<file path="src/rtl/nvacq_pkg.sv">
package nvacq_pkg;
  typedef enum logic [1:0] {S_IDLE, S_WAIT, S_LOAD, S_DONE} seq_state_t;
endpackage

</file>
<file path="src/rtl/nvacq_store.sv">
module nvacq_store #(
  parameter int NCH      = 11,
  parameter int DW       = 10,
  parameter int MAX_PROG = 16,
  localparam int IW      = $clog2(NCH),
  localparam int CW      = $clog2(MAX_PROG + 1)
) (
  input  logic          clk,
  input  logic          rst,
  input  logic          wr_req,
  input  logic          wr_bank,
  input  logic [IW-1:0] wr_idx,
  input  logic [DW-1:0] wr_data,
  input  logic          rd_en,
  input  logic          rd_bank,
  input  logic [IW-1:0] rd_idx,
  output logic          rd_valid,
  output logic [IW-1:0] rd_idx_q,
  output logic [DW-1:0] rd_data,
  output logic [CW-1:0] sel_cnt,
  output logic [CW-1:0] max_cnt,
  output logic          wr_reject
);
  localparam int            DEPTH = 2 ** (IW + 1);
  localparam int            NOUT  = NCH - 2;
  localparam logic [IW-1:0] LAST  = IW'(NCH - 1);
  localparam logic [IW-1:0] HI_IX = IW'(NCH - 2);
  localparam logic [CW-1:0] CMAX  = CW'(MAX_PROG);
  localparam logic [DW-1:0] MID   = DW'(1) << (DW - 1);
  localparam logic [DW-1:0] FULL  = '1;

  logic [DW-1:0] mem [DEPTH];
  logic [CW-1:0] cnt_q [2][NCH];
  logic [DW-1:0] mem_q, dflt_q;
  logic          blank_q;
  logic          wr_in, wr_ok;

  assign wr_in     = wr_req && (wr_idx <= LAST);
  assign wr_reject = wr_in && (cnt_q[wr_bank][wr_idx] == CMAX);
  assign wr_ok     = wr_in && !wr_reject;
  assign sel_cnt   = cnt_q[rd_bank][rd_idx];

  always_comb begin
    max_cnt = '0;
    for (int c = 0; c < NOUT; c++)
      if (cnt_q[rd_bank][c] > max_cnt) max_cnt = cnt_q[rd_bank][c];
  end

  // storage array: no reset so it maps onto block RAM
  always_ff @(posedge clk) begin
    if (wr_ok) mem[{wr_bank, wr_idx}] <= wr_data;
    if (rd_en) mem_q <= mem[{rd_bank, rd_idx}];
  end

  always_ff @(posedge clk) begin
    if (rst) begin
      for (int b = 0; b < 2; b++)
        for (int c = 0; c < NCH; c++) cnt_q[b][c] <= '0;
      rd_valid <= 1'b0;
      rd_idx_q <= '0;
      blank_q  <= 1'b0;
      dflt_q   <= '0;
    end else begin
      if (wr_ok) cnt_q[wr_bank][wr_idx] <= cnt_q[wr_bank][wr_idx] + CW'(1);
      rd_valid <= rd_en;
      if (rd_en) begin
        rd_idx_q <= rd_idx;
        blank_q  <= (sel_cnt == '0);
        dflt_q   <= (rd_idx < HI_IX) ? MID : (rd_idx == HI_IX) ? FULL : '0;
      end
    end
  end

  assign rd_data = blank_q ? dflt_q : mem_q;

  p_read_follows_r2: assert property (@(posedge clk) disable iff (rst)
    rd_en |=> rd_valid);
endmodule

</file>
<file path="src/rtl/nvacq_seq.sv">
module nvacq_seq
  import nvacq_pkg::*;
#(
  parameter int NCH     = 11,
  parameter int GEN_LAT = 93750,
  parameter int SGL_LAT = 4500,
  localparam int IW     = $clog2(NCH),
  localparam int LW     = $clog2((GEN_LAT > SGL_LAT ? GEN_LAT : SGL_LAT) + 1)
) (
  input  logic          clk,
  input  logic          rst,
  input  logic          bank_sel,
  input  logic          gen_acq,
  input  logic          sgl_acq,
  input  logic [IW-1:0] acq_idx,
  output logic          busy,
  output logic          rd_en,
  output logic          rd_bank,
  output logic [IW-1:0] rd_idx,
  output logic          done,
  output logic          done_gen
);
  localparam logic [IW-1:0] LAST = IW'(NCH - 1);

  seq_state_t    state;
  logic [LW-1:0] wait_q;
  logic          bank_prev, pend, gen_q;
  logic          start_gen, start_sgl;

  assign start_gen = (state == S_IDLE) && (pend || gen_acq);
  assign start_sgl = (state == S_IDLE) && !start_gen && sgl_acq && (acq_idx <= LAST);

  always_ff @(posedge clk) begin
    if (rst) begin
      state     <= S_IDLE;
      pend      <= 1'b1;
      bank_prev <= bank_sel;
      busy      <= 1'b0;
      gen_q     <= 1'b0;
      rd_bank   <= 1'b0;
      rd_idx    <= '0;
      wait_q    <= '0;
    end else begin
      bank_prev <= bank_sel;
      pend      <= (pend && !start_gen) || (bank_sel != bank_prev);
      case (state)
        S_IDLE: if (start_gen || start_sgl) begin
          state   <= S_WAIT;
          busy    <= 1'b1;
          gen_q   <= start_gen;
          rd_bank <= bank_sel;
          rd_idx  <= start_gen ? '0 : acq_idx;
          wait_q  <= start_gen ? LW'(GEN_LAT - 1) : LW'(SGL_LAT - 1);
        end
        S_WAIT: if (wait_q == '0) state <= S_LOAD;
                else wait_q <= wait_q - LW'(1);
        S_LOAD: if (!gen_q || rd_idx == LAST) state <= S_DONE;
                else rd_idx <= rd_idx + IW'(1);
        default: begin
          state <= S_IDLE;
          busy  <= 1'b0;
        end
      endcase
    end
  end

  assign rd_en    = (state == S_LOAD);
  assign done     = (state == S_DONE);
  assign done_gen = gen_q;

  p_load_in_busy_r6: assert property (@(posedge clk) disable iff (rst)
    rd_en |-> busy);
  p_bank_change_pends_r4: assert property (@(posedge clk) disable iff (rst)
    (bank_sel != bank_prev) |=> pend);
endmodule

</file>
<file path="src/rtl/nvacq_ctrl.sv">
module nvacq_ctrl #(
  parameter int NCH      = 11,
  parameter int DW       = 10,
  parameter int MAX_PROG = 16,
  parameter int GEN_LAT  = 93750,
  parameter int SGL_LAT  = 4500,
  localparam int IW      = $clog2(NCH),
  localparam int CW      = $clog2(MAX_PROG + 1)
) (
  input  logic          clk,
  input  logic          rst,
  input  logic          bank_sel,
  input  logic          gen_acq,
  input  logic          sgl_acq,
  input  logic [IW-1:0] acq_idx,
  input  logic          prog_req,
  input  logic [IW-1:0] prog_idx,
  input  logic [DW-1:0] prog_data,
  output logic          ld_valid,
  output logic [IW-1:0] ld_idx,
  output logic [DW-1:0] ld_data,
  output logic          busy,
  output logic [CW-1:0] wcount,
  output logic          prog_err
);
  logic          rd_en, rd_bank, done, done_gen, wr_reject;
  logic [IW-1:0] rd_idx;
  logic [CW-1:0] sel_cnt, max_cnt;

  nvacq_seq #(.NCH(NCH), .GEN_LAT(GEN_LAT), .SGL_LAT(SGL_LAT)) u_seq (
    .clk(clk), .rst(rst), .bank_sel(bank_sel), .gen_acq(gen_acq),
    .sgl_acq(sgl_acq), .acq_idx(acq_idx), .busy(busy), .rd_en(rd_en),
    .rd_bank(rd_bank), .rd_idx(rd_idx), .done(done), .done_gen(done_gen));

  nvacq_store #(.NCH(NCH), .DW(DW), .MAX_PROG(MAX_PROG)) u_store (
    .clk(clk), .rst(rst), .wr_req(prog_req), .wr_bank(bank_sel),
    .wr_idx(prog_idx), .wr_data(prog_data), .rd_en(rd_en), .rd_bank(rd_bank),
    .rd_idx(rd_idx), .rd_valid(ld_valid), .rd_idx_q(ld_idx), .rd_data(ld_data),
    .sel_cnt(sel_cnt), .max_cnt(max_cnt), .wr_reject(wr_reject));

  always_ff @(posedge clk) begin
    if (rst) begin
      wcount   <= '0;
      prog_err <= 1'b0;
    end else begin
      if (done) wcount <= done_gen ? max_cnt : sel_cnt;
      if (wr_reject) prog_err <= 1'b1;
    end
  end

  p_ld_idx_range_r2: assert property (@(posedge clk) disable iff (rst)
    ld_valid |-> (ld_idx <= IW'(NCH - 1)));
  p_wcount_on_finish_r7: assert property (@(posedge clk) disable iff (rst)
    (wcount != $past(wcount)) |-> ($past(busy) && !busy));
  p_err_sticky_r9: assert property (@(posedge clk) disable iff (rst)
    prog_err |=> prog_err);
endmodule

</file>
<file path="config.mk">
export PLATFORM = sky130hd
export DESIGN_NAME = nvacq_ctrl
export DESIGN_NICKNAME = d
export VERILOG_FILES = /design/src/rtl/nvacq_pkg.sv /design/src/rtl/nvacq_store.sv /design/src/rtl/nvacq_seq.sv /design/src/rtl/nvacq_ctrl.sv
export SDC_FILE = /design/constraint.sdc
export NUM_CORES = 1
export LEC_CHECK = 0
export BUFFER_PORTS_ARGS = -buffer_cell sky130_fd_sc_hd__buf_2
export CORE_MARGIN = 5
export CORE_UTILIZATION = 50
export CTS_CLUSTER_SIZE = 14
export DETAILED_ROUTE_END_ITERATION = 6
export PLACE_DENSITY = 0.65
export SLEW_MARGIN = 25
export SYNTH_ARGS = -nofsm -noshare
export SYNTH_HDL_FRONTEND = slang
export SYNTH_SLANG_ARGS = --single-unit
</file>
<file path="constraint.sdc">
create_clock -name clk -period 13.95 [get_ports clk]
set_input_delay 2.79 -clock clk [delete_from_list [all_inputs] [get_ports clk]]
set_output_delay 2.79 -clock clk [all_outputs]
set_load 0.02 [all_outputs]
</file>
==> impl_metrics.py <==
metrics = {
    "timing": {
        "fin_ws_ps": 627.8,
        "maxSlewViolCount": 0,
        "maxSlewHeadroom": 0.2854,
        "worst_slew_pin_slew_ps": 1071,
        "fmax_mhz": 75.06,
        "setup_viol": 0,
        "fin_tns_setup_ps": 0,
        "rsz0062_at_grt": "no",
        "hold_viol": 0,
        "clock_skew_ps": 14.10,
        "fin_crit_sh": 0.9550,
        "period_minus_slack_ps": 13320,
    },
    "flow_run": {
        "maxCapViolCount": 0,
    },
    "power_and_ir_drop": {
        "cellLeakagePower_uw": 0.008736,
        "clkPwrFrac": 0.231,
        "p_int_uw": 3387,
        "p_seq_frac": 0.337,
        "switching_share": 0.3645,
        "combPwrFrac": 0.433,
        "ir_worst_vdd_mv": 0.3255,
        "power_density_nw_per_um2": 212.1,
        "p_switching_uw": 1942,
    },
    "synth": {
        "synth.avg_cell_area_sq_um": 15.14,
        "yosys_warnings": 0,
        "synth_area_leader_cell": "edfxtp_1",
        "synth-edff-count": 440,
        "synth_seq_cells": 483,
        "ys_top_cells_by_area": "edfxtp_1, mux4_2, dfxtp_1",
        "ys_seq_area_frac": 0.6267,
        "netlist.area_leader.share": 0.5884,
        "async_flop_share": 0,
        "synth.distinct_cells": 72,
        "synth_commonest_cells": "edfxtp_1, nor2_1, mux4_2",
        "synthMostInstantiatedCell": "edfxtp_1",
        "synthCells": 1483,
        "syn_area_sq_um": 22460,
        "yosys_most_used_dff": "edfxtp_1",
    },
    "clock_tree": {
        "clkLatencyLatePin_ps": 590,
        "htree_levels": 2,
        "post_cts_buffers": 0,
        "clk_path_buf_depth": 3,
        "cts-root-buf": "clkbuf_16",
        "cts_buffers": 48,
        "cts_tree": "done",
        "cts.sinks": 483,
        "path_clk_slew_ps": 70,
        "holdBufCountCts": 0,
    },
    "route": {
        "drc_errors": 0,
        "postRouteAntennaNets": 0,
        "via_count": 13441,
        "drt_iter0_markers": 1418,
        "drt-pass1-iter-count": 7,
        "top_layer_used": "met4",
        "dr_wl_met3_um": 3153,
        "wl_met2_um": 26070,
        "wl_per_cell_um": 23.61,
        "routed_wl_um": 53000,
        "avgViaCountPerCell": 5.987,
        "met1_length_um": 22210,
    },
    "floorplan": {
        "io_pins": 46,
        "die_x_um": 221.9,
        "start_util": 0.5067,
        "design.core.area_sq_um": 44320,
        "rows": 77,
        "die_y_um": 221.9,
        "dieArea_sq_um": 49250,
    },
    "final_layout": {
        "fin_cells": 2245,
        "syn2layout_area_growth_pct": 11.91,
        "final_nets": 1691,
        "antennaDiodeCount": 0,
        "drive_above_1_share": 0.2051,
        "final_util": 0.5671,
        "nFillCells": 3543,
    },
    "setup_path": {
        "cpMostUsedCell": "ha_1",
        "end_kind": "flop",
        "critPathLaunchType": "flop",
        "slowest_delay_ps": 550,
        "worstSetupPathType": "reg2reg",
        "cp_max_fo": 20,
        "crit_slowest_cell": "dfxtp_4",
        "crit_required_ps": 14430,
        "cp_data_arrival_time_ps": 13800,
    },
    "hold_path": {
        "min_path_type": "reg2reg",
    },
    "placed_design": {
        "post-dp-hpwl_um": 34570,
        "io_buffers": 45,
        "placed_cells": 2158,
        "gp_congestion": 0.8916,
        "dp_slack_ps": 449.3,
    },
    "global_routing": {
        "antenna_found_initial": 0,
        "grt_pass1_wl_um": 81260,
        "grt_pass1_vias": 13312,
        "grt_use_total": 0.2133,
        "grt_max_degree": 76,
        "gr-total-overflow": 0,
    },
    "outcome": {
        "status": "completed",
    },
}
cells in the final DEF, fill, tap and decap left out, drive strengths merged, types with 4 or more instances in the layout:
| master | count |
|---|---|
| edfxtp | 440 |
| nor2 | 137 |
| mux4 | 129 |
| conb | 100 |
| nand2 | 73 |
| buf | 66 |
| clkbuf | 63 |
| mux2i | 56 |
| o21ai | 55 |
| inv | 52 |
| ha | 51 |
| a21oi | 43 |
| dfxtp | 43 |
| mux2 | 40 |
| nor3 | 34 |
| nand3 | 21 |
| clkinv | 21 |
| a211oi | 20 |
| or2 | 17 |
| o21bai | 16 |
| nor2b | 13 |
| and3 | 13 |
| and2 | 13 |
| a21o | 11 |
| o22ai | 11 |
| or3 | 11 |
| nand2b | 10 |
| a31oi | 8 |
| a21boi | 7 |
| o221ai | 6 |
| o21a | 6 |
| or4 | 5 |
| o211ai | 5 |
| a221o | 4 |
| xnor2 | 4 |
| xor2 | 4 |
| nor4 | 4 |
| o32ai | 4 |
power groups by stage:
stage	Sequential (uW)	Combinational, uW	Clock, uW
floorplan	1760	1780	0
global placement	1820	2190	0
finish	1790	2300	1230
detailed placement	1820	2250	0
global route	1810	2540	1310
CTS	1790	2270	1250
kinds of logic after synthesis:
logic type               synth area share
other                           0.0001670
flip-flops                         0.6267
buffers and inverters             0.02530
AO/OA/AOI/OAI                     0.06614
multiplexers                       0.1750
AND/OR/NAND/NOR                   0.07511
XOR/XNOR                         0.003120
adder cells (fa/ha/maj)           0.02842
layer usage:
layer | vias up | global-route usage
li1 | 5994 | -
met1 | 6867 | 0.2964
met2 | 486 | 0.3524
met3 | 94 | 0.03085
met4 | 0 | 0.06840
met5 | - | 0
sequential cells by signal (all words and copies together) (netlist names), named ones only:
register / count
u_store.mem: 320
u_store.cnt_q: 110
u_seq.wait_q: 17
u_store.mem_q: 10
wcount: 5
u_seq.rd_idx: 4
u_store.rd_idx_q: 4
u_seq.state: 2
u_store.dflt_q: 2
prog_err: 1
u_seq.bank_prev: 1
u_seq.busy: 1
u_seq.done_gen: 1
u_seq.pend: 1
u_seq.rd_bank: 1
u_store.blank_q: 1
u_store.rd_valid: 1
repair_timing:
action,CTS,global route
endpoints found under the hold margin,0,0
setup endpoints to repair,0,5
gates resized for setup,0,5
worst max-delay path: cells and delay by family, from the launching register on:
kind                     cells  cell delay [ps]
buffers and inverters        1               70
flip-flops                   1              550
adder cells (fa/ha/maj)      8             2350
AO/OA/AOI/OAI               27             7020
AND/OR/NAND/NOR             13             2060
multiplexers                 3             1110
metrics by stage:
| stage | total power [uW] | hold slack, ps | instance area, sq um |
|---|---|---|---|
| after global routing | 5661 | 471.2 | 25130 |
| final | 5329 | 451.8 | 25130 |
| after CTS | 5313 | 453.3 | 25110 |
| after detailed placement | 4076 | 437.0 | 23630 |
| after global placement | 4010 | 434.0 | 23620 |
| after floorplan | 3540 | 425.7 | 22830 |
final cells by class:
cell class / count / area, sq um / share of cell area
tap: 592 / 740.7 / 0.02947
inverter: 53 / 198.9 / 0.007916
clock inverter: 24 / 214.0 / 0.008514
timing repair buffer: 66 / 386.6 / 0.01538
sequential: 483 / 14080 / 0.5605
clock buffer: 63 / 1267 / 0.05044
multi-input combinational: 964 / 8238 / 0.3278
worst paths after layout:
path | from | end | slack, ps | cells past startpoint
setup reg to reg | flop | wcount[4] | 630 | 52
hold / removal | u_seq.bank_prev | u_seq.pend | 450 | 2
setup / recovery | flop | wcount[4] | 630 | 52
hold reg to reg | u_seq.bank_prev | u_seq.pend | 450 | 2
No activity file was read; power rests on OpenSTA's default activity.
